## config.mk

```make
export PLATFORM = sky130hd
export DESIGN_NAME = flash_status_poller
export DESIGN_NICKNAME = d
export VERILOG_FILES = /design/src/rtl/fps_pkg.sv /design/src/rtl/fps_matcher.sv /design/src/rtl/fps_gap_timer.sv /design/src/rtl/fps_ctrl.sv /design/src/rtl/flash_status_poller.sv
export SDC_FILE = /design/constraint.sdc
export NUM_CORES = 1
export LEC_CHECK = 0
export CAP_MARGIN = 10
export CORE_MARGIN = 5
export CORE_UTILIZATION = 44
export CTS_BUF_LIST = sky130_fd_sc_hd__clkbuf_16
export DETAILED_ROUTE_END_ITERATION = 10
export MAX_ROUTING_LAYER = met4
export PLACE_DENSITY_LB_ADDON = 0.3
export SETUP_SLACK_MARGIN = 0.15
export SLEW_MARGIN = 30
export SYNTH_ARGS = -nofsm -noshare
export SYNTH_HDL_FRONTEND = slang
export SYNTH_SLANG_ARGS = --single-unit
```

## constraint.sdc

```tcl
create_clock -name clk -period 5.4 [get_ports clk]
set_clock_uncertainty 0.2 [all_clocks]
set_input_delay 1.62 -clock clk [delete_from_list [all_inputs] [get_ports clk]]
set_output_delay 1.62 -clock clk [all_outputs]
set_load 0.005 [all_outputs]
```

## src/rtl/fps_pkg.sv

```systemverilog
package fps_pkg;
  typedef enum logic [1:0] {
    ST_IDLE = 2'd0,
    ST_REQ  = 2'd1,
    ST_WAIT = 2'd2,
    ST_GAP  = 2'd3
  } fps_state_e;
endpackage

```

## src/rtl/fps_matcher.sv

```systemverilog
module fps_matcher #(
  parameter int DATA_W = 32,
  localparam int NBYTES = DATA_W / 8,
  localparam int SZ_W = $clog2(NBYTES)
) (
  input  logic [DATA_W-1:0] data,
  input  logic [DATA_W-1:0] mask,
  input  logic [DATA_W-1:0] match_val,
  input  logic [SZ_W-1:0]   size,
  input  logic              or_mode,
  output logic              hit,
  output logic [DATA_W-1:0] kept
);
  logic [DATA_W-1:0] lane_mask;

  // One lane per status byte; a lane is live when its index is within size.
  for (genvar b = 0; b < NBYTES; b++) begin : g_lane
    assign lane_mask[b*8 +: 8] = (b <= int'(size)) ? 8'hFF : 8'h00;
  end

  logic [DATA_W-1:0] eff_mask;
  logic [DATA_W-1:0] same;

  assign eff_mask = mask & lane_mask;
  assign same     = ~(data ^ match_val);
  assign kept     = data & lane_mask;

  always_comb begin
    if (or_mode) hit = |(same & eff_mask);
    else         hit = ((~same) & eff_mask) == '0;
  end
endmodule

```

## src/rtl/fps_gap_timer.sv

```systemverilog
module fps_gap_timer #(
  parameter int IVL_W = 16
) (
  input  logic             clk,
  input  logic             rst_n,
  input  logic             load,
  input  logic [IVL_W-1:0] load_val,
  input  logic             run,
  output logic             last
);
  logic [IVL_W-1:0] cnt;

  always_ff @(posedge clk or negedge rst_n) begin
    if (!rst_n)                cnt <= '0;
    else if (load)             cnt <= load_val;
    else if (run && cnt != '0) cnt <= cnt - 1'b1;
  end

  assign last = run && (cnt == IVL_W'(1));
endmodule

```

## src/rtl/fps_ctrl.sv

```systemverilog
module fps_ctrl
  import fps_pkg::*;
#(
  parameter int IVL_W = 16
) (
  input  logic             clk,
  input  logic             rst_n,
  input  logic             enable,
  input  logic             start,
  input  logic             abort,
  input  logic             auto_stop,
  input  logic [IVL_W-1:0] interval,
  input  logic             hit,
  input  logic             gap_last,
  input  logic             req_ready,
  input  logic             rsp_valid,
  output logic             req_valid,
  output logic             rsp_ready,
  output logic             rsp_fire,
  output logic             gap_load,
  output logic             gap_run,
  output logic             busy,
  output logic             done
);
  fps_state_e st, st_nx;
  logic stop;

  assign busy      = (st != ST_IDLE);
  assign req_valid = (st == ST_REQ);
  assign rsp_ready = (st == ST_WAIT);
  assign gap_run   = (st == ST_GAP);
  assign stop      = busy && (abort || !enable);
  assign rsp_fire  = rsp_valid && rsp_ready && !stop;

  always_comb begin
    st_nx = st;
    unique case (st)
      ST_IDLE: if (start && enable) st_nx = ST_REQ;
      ST_REQ:  if (req_ready) st_nx = ST_WAIT;
      ST_WAIT: begin
        if (rsp_fire) begin
          if (hit && auto_stop)    st_nx = ST_IDLE;
          else if (interval == '0) st_nx = ST_REQ;
          else                     st_nx = ST_GAP;
        end
      end
      ST_GAP:  if (gap_last) st_nx = ST_REQ;
      default: st_nx = ST_IDLE;
    endcase
    if (stop) st_nx = ST_IDLE;
  end

  assign gap_load = rsp_fire && (st_nx == ST_GAP);

  always_ff @(posedge clk or negedge rst_n) begin
    if (!rst_n) begin
      st   <= ST_IDLE;
      done <= 1'b0;
    end else begin
      st   <= st_nx;
      done <= busy && (st_nx == ST_IDLE);
    end
  end
endmodule

```

## src/rtl/flash_status_poller.sv

```systemverilog
module flash_status_poller #(
  parameter int DATA_W = 32,
  parameter int IVL_W  = 16,
  localparam int NBYTES = DATA_W / 8,
  localparam int SZ_W   = $clog2(NBYTES)
) (
  input  logic              clk,
  input  logic              rst_n,
  input  logic              enable,
  input  logic              start,
  input  logic              abort,
  input  logic [DATA_W-1:0] cfg_mask,
  input  logic [DATA_W-1:0] cfg_match,
  input  logic [SZ_W-1:0]   cfg_size,
  input  logic              cfg_or_mode,
  input  logic [IVL_W-1:0]  cfg_interval,
  input  logic              cfg_auto_stop,
  input  logic              irq_en,
  input  logic              match_clr,
  output logic              req_valid,
  input  logic              req_ready,
  input  logic              rsp_valid,
  output logic              rsp_ready,
  input  logic [DATA_W-1:0] rsp_data,
  output logic              status_match,
  output logic              match_irq,
  output logic [DATA_W-1:0] last_status,
  output logic              busy,
  output logic              done
);
  logic              hit;
  logic [DATA_W-1:0] kept;
  logic              gap_last, gap_load, gap_run, rsp_fire;

  fps_matcher #(.DATA_W(DATA_W)) u_match (
    .data(rsp_data), .mask(cfg_mask), .match_val(cfg_match),
    .size(cfg_size), .or_mode(cfg_or_mode), .hit(hit), .kept(kept)
  );

  fps_gap_timer #(.IVL_W(IVL_W)) u_gap (
    .clk(clk), .rst_n(rst_n), .load(gap_load), .load_val(cfg_interval),
    .run(gap_run), .last(gap_last)
  );

  fps_ctrl #(.IVL_W(IVL_W)) u_ctrl (
    .clk(clk), .rst_n(rst_n), .enable(enable), .start(start), .abort(abort),
    .auto_stop(cfg_auto_stop), .interval(cfg_interval), .hit(hit),
    .gap_last(gap_last), .req_ready(req_ready), .rsp_valid(rsp_valid),
    .req_valid(req_valid), .rsp_ready(rsp_ready), .rsp_fire(rsp_fire),
    .gap_load(gap_load), .gap_run(gap_run), .busy(busy), .done(done)
  );

  always_ff @(posedge clk or negedge rst_n) begin
    if (!rst_n) begin
      last_status  <= '0;
      status_match <= 1'b0;
    end else begin
      if (rsp_fire) last_status <= kept;
      if (rsp_fire && hit) status_match <= 1'b1;
      else if (match_clr)  status_match <= 1'b0;
    end
  end

  assign match_irq = status_match && irq_en;
endmodule

```

# After elaboration in Yosys (flattened, before gate mapping)
# Index checks and enable logic that the tools add are counted.
[classes]
n_lt_le_gt_ge = 3
mux = 16
reduce_logical = 23
eq_ne = 5
bitwise_logic = 7
addsub = 1
[op_table]
columns = ["operator", "count"]
rows = [
  ["$and A32 B32 Y32", 4],
  ["$not A32 Y32", 2],
  ["$logic_not A32 Y1", 1],
  ["$mux W16", 2],
  ["$reduce_or A32 Y1", 1],
  ["$xor A32 B32 Y32", 1],
  ["$mux W8", 3],
  ["$eq A16 B1 Y1 const B", 1],
  ["$logic_not A16 Y1", 1],
  ["$reduce_bool A16 Y1", 1],
  ["$sub A16 B1 Y16 const B", 1],
  ["$mux W2", 7],
  ["$logic_and A1 B1 Y1", 11],
  ["$pmux W2 S4", 1],
  ["$eq A2 B2 Y1 const B", 3],
  ["$reduce_bool A2 Y1", 3],
  ["$le A2 B2 Y1 const A", 2],
  ["$logic_not A2 Y1", 2],
  ["$mux W1", 3],
  ["$eq A2 B1 Y1 const B", 1],
  ["$le A1 B2 Y1 const A", 1],
  ["$logic_not A1 Y1", 2],
  ["$logic_or A1 B1 Y1", 1],
]
[word_totals]
input_bits = 125
ff_bits = 52
elab_cells = 60
output_inout_bits = 38

# Logic depth before layout (Yosys ltp)
# Gate-level depths: netlist of the first run.
[logic_depth]
ltp_word = 14
ltp_mapped = 10
mapped_depth_nobuf = 8

# By module
# A second synthesis of the first run with hierarchy kept.
[unflattened]
hier_cells = 386
hier_area_um2 = 3778.6
[by_module_without_submodules]
columns = ["mod", "instances", "cells_each", "seq_area_each_um2", "area_each_um2"]
rows = [
  ["flash_status_poller", 1, 73, 825.8, 1385.1],
  ["fps_gap_timer", 1, 118, 400.4, 1077.3],
  ["fps_matcher", 1, 165, 0.0, 1059.8],
  ["fps_ctrl", 1, 30, 75.1, 256.5],
]

# Least setup slack after synthesis of the first run
# No wires, ideal clock.
[synth_timing]
path_type = "in2reg"
start = "in cfg_size[1]"
end = "reg u_gap.cnt[10]"
n_path_buf = 2
required_ns = 5.075
t_arrival_ns = 3.531
stages = 9
path_slack_ns = 1.544
setup_ns = 0.125
cell_sequence = "or2_1 -> buf_6 -> a32oi_1 -> nand4_1 -> a2111oi_2 -> a41oi_1 -> o211ai_4 -> buf_12 -> mux2_4"
[synth_between]
elab_chain_cells = 14
[synth_lines]
columns = ["element", "line", "source"]
rows = [
  ["start: declaration", "flash_status_poller.sv:14", "input logic [SZ_W-1:0] cfg_size,"],
  ["$le A1 B2 Y1 or $le A2 B2 Y1 (tied branches)", "fps_matcher.sv:18", "assign lane_mask[b*8 +: 8] = (b <= int'(size)) ? 8'hFF : 8'h00;"],
  ["$mux W8", "fps_matcher.sv:18", ""],
  ["$and A32 B32 Y32 *", "fps_matcher.sv:24", "assign eff_mask = mask & lane_mask;"],
  ["$and A32 B32 Y32 (on tied branches)", "fps_matcher.sv:30, fps_matcher.sv:29", ""],
  ["$logic_not A32 Y1 or $reduce_or A32 Y1 (tied branches)", "fps_matcher.sv:30, fps_matcher.sv:29", ""],
  ["$mux W1 *", "fps_matcher.sv:29", "if (or_mode) hit = |(same & eff_mask);"],
  ["$logic_and A1 B1 Y1 *", "fps_ctrl.sv:42", "if (hit && auto_stop) st_nx = ST_IDLE;"],
  ["$mux W2 *", "fps_ctrl.sv:42", ""],
  ["$mux W2 *", "fps_ctrl.sv:41", "if (rsp_fire) begin"],
  ["$pmux W2 S4 *", "fps_ctrl.sv:37", "unique case (st)"],
  ["$mux W2 *", "fps_ctrl.sv:50", "if (stop) st_nx = ST_IDLE;"],
  ["$eq A2 B2 Y1 *", "fps_ctrl.sv:53", "assign gap_load = rsp_fire && (st_nx == ST_GAP);"],
  ["$logic_and A1 B1 Y1 *", "fps_ctrl.sv:53", ""],
  ["$mux W16 or $reduce_bool A2 Y1 (tied branches)", "n/a", ""],
  ["end signal: assignment", "fps_gap_timer.sv:15", "else if (load) cnt <= load_val;"],
  ["end signal: assignment", "fps_gap_timer.sv:16", "else if (run && cnt != '0) cnt <= cnt - 1'b1;"],
  ["end: declaration", "fps_gap_timer.sv:11", "logic [IVL_W-1:0] cnt;"],
]
# Mark *: on every way between the ends. The rest lies on a longest branch, timed or not.
# A chain may end at the register's enable or synchronous reset.

# Worst setup path after layout of the first run
[layout_timing]
start = "in cfg_size[0]"
end = "reg u_gap.cnt[3]"
# Same word-level chain as after synthesis.

==> impl_metrics.env, run 1 <==
export IMPL_status="completed"
export IMPL_cp_required_ns=5.38
export IMPL_timing_hold_ws_ns=0.278
export IMPL_fin_nets=666
export IMPL_synthXorXnorAreaFrac=0.122
export IMPL_root_buffer="clkbuf_16"
export IMPL_setup_violations=0
export IMPL_clkSinkCount=52
export IMPL_hp_start="last_status[15]"
export IMPL_postCtsSetupBuffers=0
export IMPL_clkTransAtPathRegs_ns=0.07
export IMPL_setup_ws_ns=0.722
export IMPL_vias=3332
export IMPL_ys_async_sr_fraction=1.00
export IMPL_synth_compound_area_frac=0.164
export IMPL_pwr_share_seq=0.392
export IMPL_pre_cts_ws_ns=0.388
export IMPL_fmax_ghz=0.214
export IMPL_drtPass1Iterations=5
export IMPL_synth_edf_count=0
export IMPL_power_ir_vdd_worst_mv=0.146
export IMPL_io_buffers=162
export IMPL_post_route_util=0.708
export IMPL_dp_cells=631
export IMPL_yosysUniqueCellTypes=50
export IMPL_finalHoldViolCount=0
export IMPL_synth_mux_area_fraction=0.0659
export IMPL_final_cell_count_no_fill=639
export IMPL_arrival_ns=4.66
export IMPL_grt_pass1_wl_um=17400
export IMPL_p_leak_nw=2.32
export IMPL_layout_drive_gt1_share=0.0630
export IMPL_die_w_um=96.7
export IMPL_yosys_warnings=0
export IMPL_r2r_end="u_gap.cnt[7]"
export IMPL_finalWeightedCongestion=0.926
export IMPL_post_dp_cell_area_mm2=0.00500
export IMPL_yosys_area_top_type="dfrtp_1"
export IMPL_swShare=0.292
export IMPL_synth_area_leaders="dfrtp_1 39%, nand2_1 10%, xor2_1 8.5%"
export IMPL_route_detailed_drc=0
export IMPL_p_per_area_mw_per_mm2=256
export IMPL_core_area_mm2=0.00729
export IMPL_ios=163
export IMPL_cp_start_kind="input port"
export IMPL_synth_top_family_by_area="simple AND/OR/NAND/NOR gates"
export IMPL_via_per_inst=5.21
export IMPL_min_period_ns=4.68
export IMPL_clkPwrFrac=0.275
export IMPL_ys_ff_latch=52
export IMPL_r2r_setup_slack_ns=2.69
export IMPL_cap_violations=0
export IMPL_numCtsBuffers=5
export IMPL_p_sw_mw=0.387
export IMPL_worst_pin_slew_ns=0.691
export IMPL_tritoncts="done"
export IMPL_grt_pass1_vias=3628
export IMPL_start_util=0.453
export IMPL_grt_max_degree=58
export IMPL_synth_nets=506
export IMPL_synthSimpleGateAreaFrac=0.193
export IMPL_cts_htree_levels=2
export IMPL_hpwl_um=8840
export IMPL_rsz0062_at_grt="false"
export IMPL_cp_max_fo=17
export IMPL_diodes=0
export IMPL_antenna_found_initial=0
export IMPL_synth_adder_area_share=0.00757
export IMPL_min_to="last_status[15]"
export IMPL_total_power_mw=1.32
export IMPL_hold_class="reg -> reg"
export IMPL_intPower_mw=0.935
export IMPL_cts_resized=0
export IMPL_fp_dieArea_mm2=0.00934
export IMPL_syn_cell_area_mm2=0.00330
export IMPL_worst_setup_path_end_kind="flip-flop"
export IMPL_r2r_cells=7
export IMPL_layout_common_cells="161 x clkdlybuf4s50_1, 92 x nand2_1, 52 x dfrtp_1"
export IMPL_insertion_delay_ns=0.29
export IMPL_synthCells=379
export IMPL_final_antenna_net_count=0
export IMPL_clock_path_buffers=2
export IMPL_synth_top_cell_area_share=0.394
export IMPL_avgSynthCellArea_um2=8.72
export IMPL_seq_area_frac_synth=0.394
export IMPL_cts_hold_buf=0
export IMPL_wl_um=10700
export IMPL_final_common_cell="clkdlybuf4s50_1"
export IMPL_slew_headroom=0.537
export IMPL_min_path_cells=2
export IMPL_comb_power_share=0.334
export IMPL_drt_iter0_markers=109
export IMPL_wl_per_cell_um=16.7
export IMPL_die_y_um=96.7
export IMPL_crit_type="in -> reg"
export IMPL_timing_final_crit_share=0.866
export IMPL_finalMaxSlewViolations=0
export IMPL_gr_total_overflow=0
export IMPL_finalInstanceArea_mm2=0.00516
export IMPL_ys_flop_type="dfrtp_1"
export IMPL_row_count=31
export IMPL_grtUsageTotal=0.231
export IMPL_setup_tns_ns=0
export IMPL_syn2layout_area_growth_pct=56.3
export IMPL_r2r_start="u_gap.cnt[5]"
[worst max-delay path: stages]
cell             delay (ns)
clkdlybuf4s50_1        0.51
or2_1                  0.48
a32oi_1                0.29
nand4_1                0.11
a2111oi_2              0.25
a41oi_1                0.31
o211ai_4               0.67
mux2_2                 0.41
[cell usage after synthesis, types with 3 or more instances]
| master | instances |
|---|---|
| mux2_4 | 10 |
| nor2_1 | 12 |
| o22ai_1 | 12 |
| a22oi_1 | 6 |
| xnor2_1 | 14 |
| clkbuf_1 | 8 |
| dfrtp_1 | 52 |
| nand2_1 | 92 |
| nor3_1 | 4 |
| o21ai_0 | 32 |
| a41o_1 | 3 |
| inv_1 | 27 |
| xor2_1 | 32 |
| o211ai_1 | 3 |
| a21oi_1 | 4 |
| nand3_1 | 9 |
| nor4_1 | 7 |
| mux2_2 | 6 |
| nor2b_1 | 6 |
[logic make-up (layout without fill, tap and decap cells)]
family | after synthesis | count (layout)
and+or+nand+nor | 144 | 144
AOI/OAI and AO/OA | 79 | 79
DFF | 52 | 52
xor gates and xnor gates | 46 | 46
buffers and inverters | 40 | 201
muxes | 16 | 16
adders and majority gates | 2 | 2
[power by group through the flow]
stage	combinational [mW]	clock (mW)	sequential, mW
3_5_place_dp	0.444	0	0.521
4_1_cts	0.445	0.371	0.517
6_report	0.441	0.363	0.518
5_1_grt	0.484	0.386	0.525
2_1_floorplan	0.237	0	0.513
3_3_place_gp	0.428	0	0.520
[routing by layer]
metal  track usage  share of wire
met5             -              0
met4        0.0810          0.029
met3        0.0669          0.077
met2         0.394           0.50
met1         0.259           0.39
[state kept, by name, indices dropped and copies added, names as in the netlist]
name / count
u_ctrl.st: 2
last_status: 32
u_ctrl.done: 1
u_gap.cnt: 16
status_match: 1
[cell type report]
class,count,area (um2)
clock buffer,5,125
clock inverter,3,42.5
fill,598,2130
inverter,28,105
multi-input combinational,287,1830
sequential,52,1300
tap,99,124
timing repair buffer,165,1640
[worst max-delay path by stage]
stage | start | depth (start not counted) | slack [ns] | to
2_1_floorplan | cfg_size[1] | 9 | 1.54 | u_gap.cnt[10]
3_3_place_gp | cfg_size[0] | 8 | 0.47 | u_gap.cnt[4]
3_5_place_dp | cfg_size[0] | 8 | 0.39 | u_gap.cnt[3]
4_1_cts | cfg_size[0] | 8 | 0.69 | u_gap.cnt[3]
5_1_grt | cfg_size[0] | 8 | 0.54 | u_gap.cnt[3]
6_report | cfg_size[0] | 8 | 0.72 | u_gap.cnt[3]
No activity file was read; power rests on OpenSTA's default activity.
==> inputs of run 2 (changes only) <==
- REMOVE_ABC_BUFFERS: unset -> 1
==> impl_metrics.env, run 2 (synthesized netlist as in run 1, its figures left out) <==
export IMPL_status="completed"
export IMPL_swShare=0.275
export IMPL_comb_power_share=0.313
export IMPL_rsz0062_at_grt="false"
export IMPL_hpwl_um=8660
export IMPL_grtUsageTotal=0.234
export IMPL_layout_drive_gt1_share=0.0647
export IMPL_p_sw_mw=0.392
export IMPL_diodes=0
export IMPL_clkTransAtPathRegs_ns=0.07
export IMPL_p_leak_nw=2.34
export IMPL_io_buffers=162
export IMPL_nFillCells=593
export IMPL_insertion_delay_ns=0.29
export IMPL_largest_register_ff_count=32
export IMPL_finalMaxSlewViolations=0
export IMPL_pwr_share_seq=0.365
export IMPL_finalHoldViolCount=0
export IMPL_wl_per_cell_um=16.6
export IMPL_syn2layout_area_growth_pct=57.9
export IMPL_drt_iter0_markers=145
export IMPL_ios=163
export IMPL_intPower_mw=1.03
export IMPL_numCtsBuffers=5
export IMPL_worst_setup_path_end_kind="flip-flop"
export IMPL_grt_pass1_vias=3581
export IMPL_power_ir_vdd_worst_mv=0.145
export IMPL_vias=3374
export IMPL_cts_hold_buf=0
export IMPL_postCtsSetupBuffers=0
export IMPL_finalWeightedCongestion=0.907
export IMPL_die_w_um=96.7
export IMPL_cp_start_kind="input port"
export IMPL_p_per_area_mw_per_mm2=273
export IMPL_clkPwrFrac=0.322
export IMPL_fmax_ghz=0.214
export IMPL_gr_total_overflow=0
export IMPL_via_per_inst=5.27
export IMPL_grt_max_degree=58
export IMPL_clkSinkCount=52
export IMPL_final_common_cell="clkdlybuf4s50_1"
export IMPL_fin_nets=667
export IMPL_slew_headroom=0.530
export IMPL_timing_hold_ws_ns=0.278
export IMPL_crit_type="in -> reg"
export IMPL_hold_class="reg -> reg"
export IMPL_antenna_found_initial=0
export IMPL_drtPass1Iterations=4
export IMPL_route_detailed_drc=0
export IMPL_setup_tns_ns=0
export IMPL_setup_violations=0
export IMPL_min_period_ns=4.67
export IMPL_fp_dieArea_mm2=0.00934
export IMPL_die_y_um=96.7
export IMPL_start_util=0.453
export IMPL_final_antenna_net_count=0
export IMPL_clock_path_buffers=2
export IMPL_reg_largest_list="last_status: 32 flops, u_gap.cnt: 16 flops, u_ctrl.st: 2 flops"
export IMPL_wl_um=10700
export IMPL_tritoncts="done"
export IMPL_total_power_mw=1.42
export IMPL_worst_pin_slew_ns=0.701
export IMPL_timing_final_crit_share=0.865
export IMPL_row_count=31
export IMPL_core_area_mm2=0.00729
export IMPL_cap_violations=0
export IMPL_cp_required_ns=5.37
export IMPL_max_flop_register="last_status"
export IMPL_cts_resized=0
export IMPL_layout_common_cells="161 x clkdlybuf4s50_1, 92 x nand2_1, 52 x dfrtp_1"
export IMPL_root_buffer="clkbuf_16"
export IMPL_arrival_ns=4.64
export IMPL_grt_pass1_wl_um=17400
export IMPL_cp_max_fo=17
export IMPL_cts_htree_levels=2
run 2: cell count changes in the layout (fill, tap and decap cells not counted), sizes merged:
cell | before | now
clkinvlp | 1 | 0
bufinv | 1 | 3
clkinv | 2 | 1
buf | 4 | 5
run 2: power by group through the flow:
stage / combinational [mW] / clock [mW] / sequential (mW)
after floorplan: 0.234 / 0 / 0.513
after global placement: 0.429 / 0 / 0.519
after detailed placement: 0.444 / 0 / 0.523
after CTS: 0.447 / 0.465 / 0.518
after global routing: 0.491 / 0.480 / 0.527
final: 0.446 / 0.457 / 0.519
run 2: critical path: stages:
cell and delay (ns):
clkdlybuf4s50_1 0.51, or2_1 0.48, nand2_2 0.15, o22ai_1 0.07, a2111oi_0 0.39, a41oi_1 0.31
o211ai_4 0.67, mux2_2 0.42
run 2: routing by layer:
metal / share of wire / track usage
met5: 0 / -
met4: 0.027 / 0.0799
met3: 0.071 / 0.0662
met2: 0.49 / 0.390
met1: 0.41 / 0.270
run 2: stage by stage:
stage / utilization / setup slack, ns / area [um2] / instances
5_1_grt: 0.716 / 0.498 / 5220 / 640
3_5_place_dp: 0.686 / 0.467 / 5000 / 632
3_3_place_gp: 0.686 / 0.516 / 5000 / 632
4_1_cts: 0.716 / 0.766 / 5220 / 640
2_1_floorplan: - / 1.08 / 3230 / 367
6_report: 0.716 / 0.732 / 5220 / 640
run 2: final timing paths:
path,startpoint,end,slack (ns),depth (start not counted)
worst max-delay path,cfg_size[0],u_gap.cnt[3],0.73,8
worst min register to register,last_status[24],last_status[24],0.28,2
min in group asynchronous,rst_n,last_status[22],1.25,2
worst max register to register,u_gap.cnt[5],u_gap.cnt[13],2.65,7
max in group asynchronous,rst_n,last_status[9],3.28,2
worst min-delay path,last_status[24],last_status[24],0.28,2
run 2: layout make-up:
cell class | count | area, um2 | area share
sequential | 52 | 1300 | 0.249
multi-input combinational | 287 | 1830 | 0.350
clock inverter | 3 | 90.1 | 0.0173
clock buffer | 5 | 125 | 0.0240
inverter | 28 | 105 | 0.0201
timing repair buffer | 166 | 1650 | 0.316
tap | 99 | 124 | 0.0237
==> inputs of run 3 (changes only) <==
- CORE_UTILIZATION: 44 -> 41
- clock period: 5.4 -> 4.94 ns (I/O delays scaled with it)
==> impl_metrics.env, run 3 (synthesized netlist as in run 1, its figures left out) <==
export IMPL_cp_max_fo=17
export IMPL_die_y_um=99.8
export IMPL_r2r_start="u_gap.cnt[5]"
export IMPL_drt_iter0_markers=143
export IMPL_hp_start="last_status[5]"
export IMPL_grtUsageTotal=0.221
export IMPL_min_path_cells=2
export IMPL_layout_drive_gt1_share=0.0664
export IMPL_numCtsBuffers=5
export IMPL_reg_largest_list="last_status: 32 flops, u_gap.cnt: 16 flops, u_ctrl.st: 2 flops"
export IMPL_hpwl_um=8810
export IMPL_ios=163
export IMPL_wl_um=10600
export IMPL_gr_total_overflow=0
export IMPL_clkPwrFrac=0.250
export IMPL_syn2layout_area_growth_pct=56.1
export IMPL_finalWeightedCongestion=0.861
export IMPL_pre_cts_ws_ns=0.288
export IMPL_nFillCells=660
export IMPL_crit_type="in -> reg"
export IMPL_antenna_found_initial=0
export IMPL_clkTransAtPathRegs_ns=0.07
export IMPL_p_leak_nw=2.32
export IMPL_crit_buf_inv=2
export IMPL_pwr_share_seq=0.407
export IMPL_arrival_ns=4.32
export IMPL_grt_met2_usage=0.385
export IMPL_dp_cells=636
export IMPL_comb_power_share=0.343
export IMPL_crit_family="compound AO/OA/AOI/OAI gates"
export IMPL_slew_headroom=0.589
export IMPL_max_stage_delay_ns=0.49
export IMPL_setup_violations=0
export IMPL_final_cell_count_no_fill=644
export IMPL_worst_pin_slew_ns=0.616
export IMPL_worst_setup_path_end_kind="flip-flop"
export IMPL_power_ir_vdd_worst_mv=0.159
export IMPL_row_count=32
export IMPL_cap_violations=0
export IMPL_intPower_mw=0.971
export IMPL_timing_hold_ws_ns=0.280
export IMPL_largest_register_ff_count=32
export IMPL_vias=3284
export IMPL_final_common_cell="clkdlybuf4s50_1"
export IMPL_clkSinkCount=52
export IMPL_p_sw_mw=0.423
export IMPL_grt_pass1_wl_um=17200
export IMPL_worstPathCellList="clkdlybuf4s50_1 > or2_1 > a32oi_1 > nand4_1 > a2111oi_2 > a41oi_1 > o211ai_4 > buf_4 > mux2_2"
export IMPL_io_buffers=162
export IMPL_fin_nets=668
export IMPL_cp_required_ns=4.91
export IMPL_swShare=0.303
export IMPL_cp_start_kind="input port"
export IMPL_tritoncts="done"
export IMPL_finalHoldViolCount=0
export IMPL_use_met1=0.251
export IMPL_status="completed"
export IMPL_diodes=0
export IMPL_root_buffer="clkbuf_16"
export IMPL_max_flop_register="last_status"
export IMPL_hold_class="reg -> reg"
export IMPL_r2r_cells=7
export IMPL_met3_usage=0.0681
export IMPL_rsz0062_at_grt="false"
export IMPL_insertion_delay_ns=0.29
export IMPL_cts_hold_buf=0
export IMPL_via_per_inst=5.10
export IMPL_setup_ws_ns=0.594
export IMPL_r2r_end="u_gap.cnt[9]"
export IMPL_finalMaxSlewViolations=0
export IMPL_r2r_setup_slack_ns=2.17
export IMPL_min_to="last_status[5]"
export IMPL_cts_htree_levels=2
export IMPL_die_w_um=99.8
export IMPL_core_area_mm2=0.00781
export IMPL_clock_path_buffers=2
export IMPL_layout_common_cells="161 x clkdlybuf4s50_1, 92 x nand2_1, 52 x dfrtp_1"
export IMPL_p_per_area_mw_per_mm2=270
export IMPL_cts_resized=0
export IMPL_drtPass1Iterations=4
export IMPL_route_detailed_drc=0
export IMPL_total_power_mw=1.39
export IMPL_top_usage_layer="met2"
export IMPL_fmax_ghz=0.230
export IMPL_final_antenna_net_count=0
export IMPL_grt_max_degree=58
export IMPL_wl_per_cell_um=16.5
export IMPL_fp_dieArea_mm2=0.00996
export IMPL_setup_tns_ns=0
export IMPL_min_period_ns=4.35
export IMPL_critPathSlowestCell="clkdlybuf4s50_1"
export IMPL_start_util=0.423
export IMPL_grt_pass1_vias=3623
export IMPL_timing_final_crit_share=0.880
export IMPL_postCtsSetupBuffers=0
-- run 3: cell count changes in the layout (fill, tap and decap cells not counted), sizes merged --
cell    change
bufinv      -3
clkinv      +3
buf         +1
-- run 3: layout make-up --
class / instances / area, um2 / share of cell area
multi-input combinational: 287 / 1830 / 0.354
timing repair buffer: 167 / 1650 / 0.321
inverter: 28 / 105 / 0.0204
clock buffer: 5 / 125 / 0.0243
clock inverter: 3 / 18.8 / 0.00364
tap: 102 / 128 / 0.0247
sequential: 52 / 1300 / 0.252
-- run 3: stage by stage --
stage / area [um2] / util
3_5_place_dp: 5010 / 0.642
6_report: 5160 / 0.661
2_1_floorplan: 3230 / -
4_1_cts: 5160 / 0.661
5_1_grt: 5160 / 0.661
3_3_place_gp: 5010 / 0.642
-- run 3: worst max-delay path by stage --
stage	startpoint	end	slack (ns)	depth (start not counted)
after CTS	cfg_size[0]	u_gap.cnt[2]	0.58	9
after global routing	cfg_size[0]	u_gap.cnt[4]	0.40	9
after global placement	cfg_size[0]	u_gap.cnt[4]	0.33	9
final	cfg_size[0]	u_gap.cnt[2]	0.59	9
after detailed placement	cfg_size[0]	u_gap.cnt[3]	0.29	9
after floorplan	rsp_valid	u_gap.cnt[0]	0.76	4
-- run 3: worst min-delay path, stage by stage (launching register included) --
cell     delay (ns)
dfrtp_1        0.34
nand2_1        0.05
nand2_1        0.05
-- run 3: power groups by stage --
stage | Sequential (mW) | Combinational (mW) | Clock (mW)
4_1_cts | 0.568 | 0.484 | 0.356
3_3_place_gp | 0.569 | 0.468 | 0
5_1_grt | 0.578 | 0.535 | 0.373
2_1_floorplan | 0.560 | 0.256 | 0
6_report | 0.568 | 0.478 | 0.348
3_5_place_dp | 0.571 | 0.482 | 0
-- run 3: per-layer routing --
layer,routed length (um),share of wire,up-vias
met2,5380,0.51,114
met3,825,0.077,8
met1,4320,0.41,1537
met4,121,0.011,0
li1,-,-,1625
met5,0,0,-
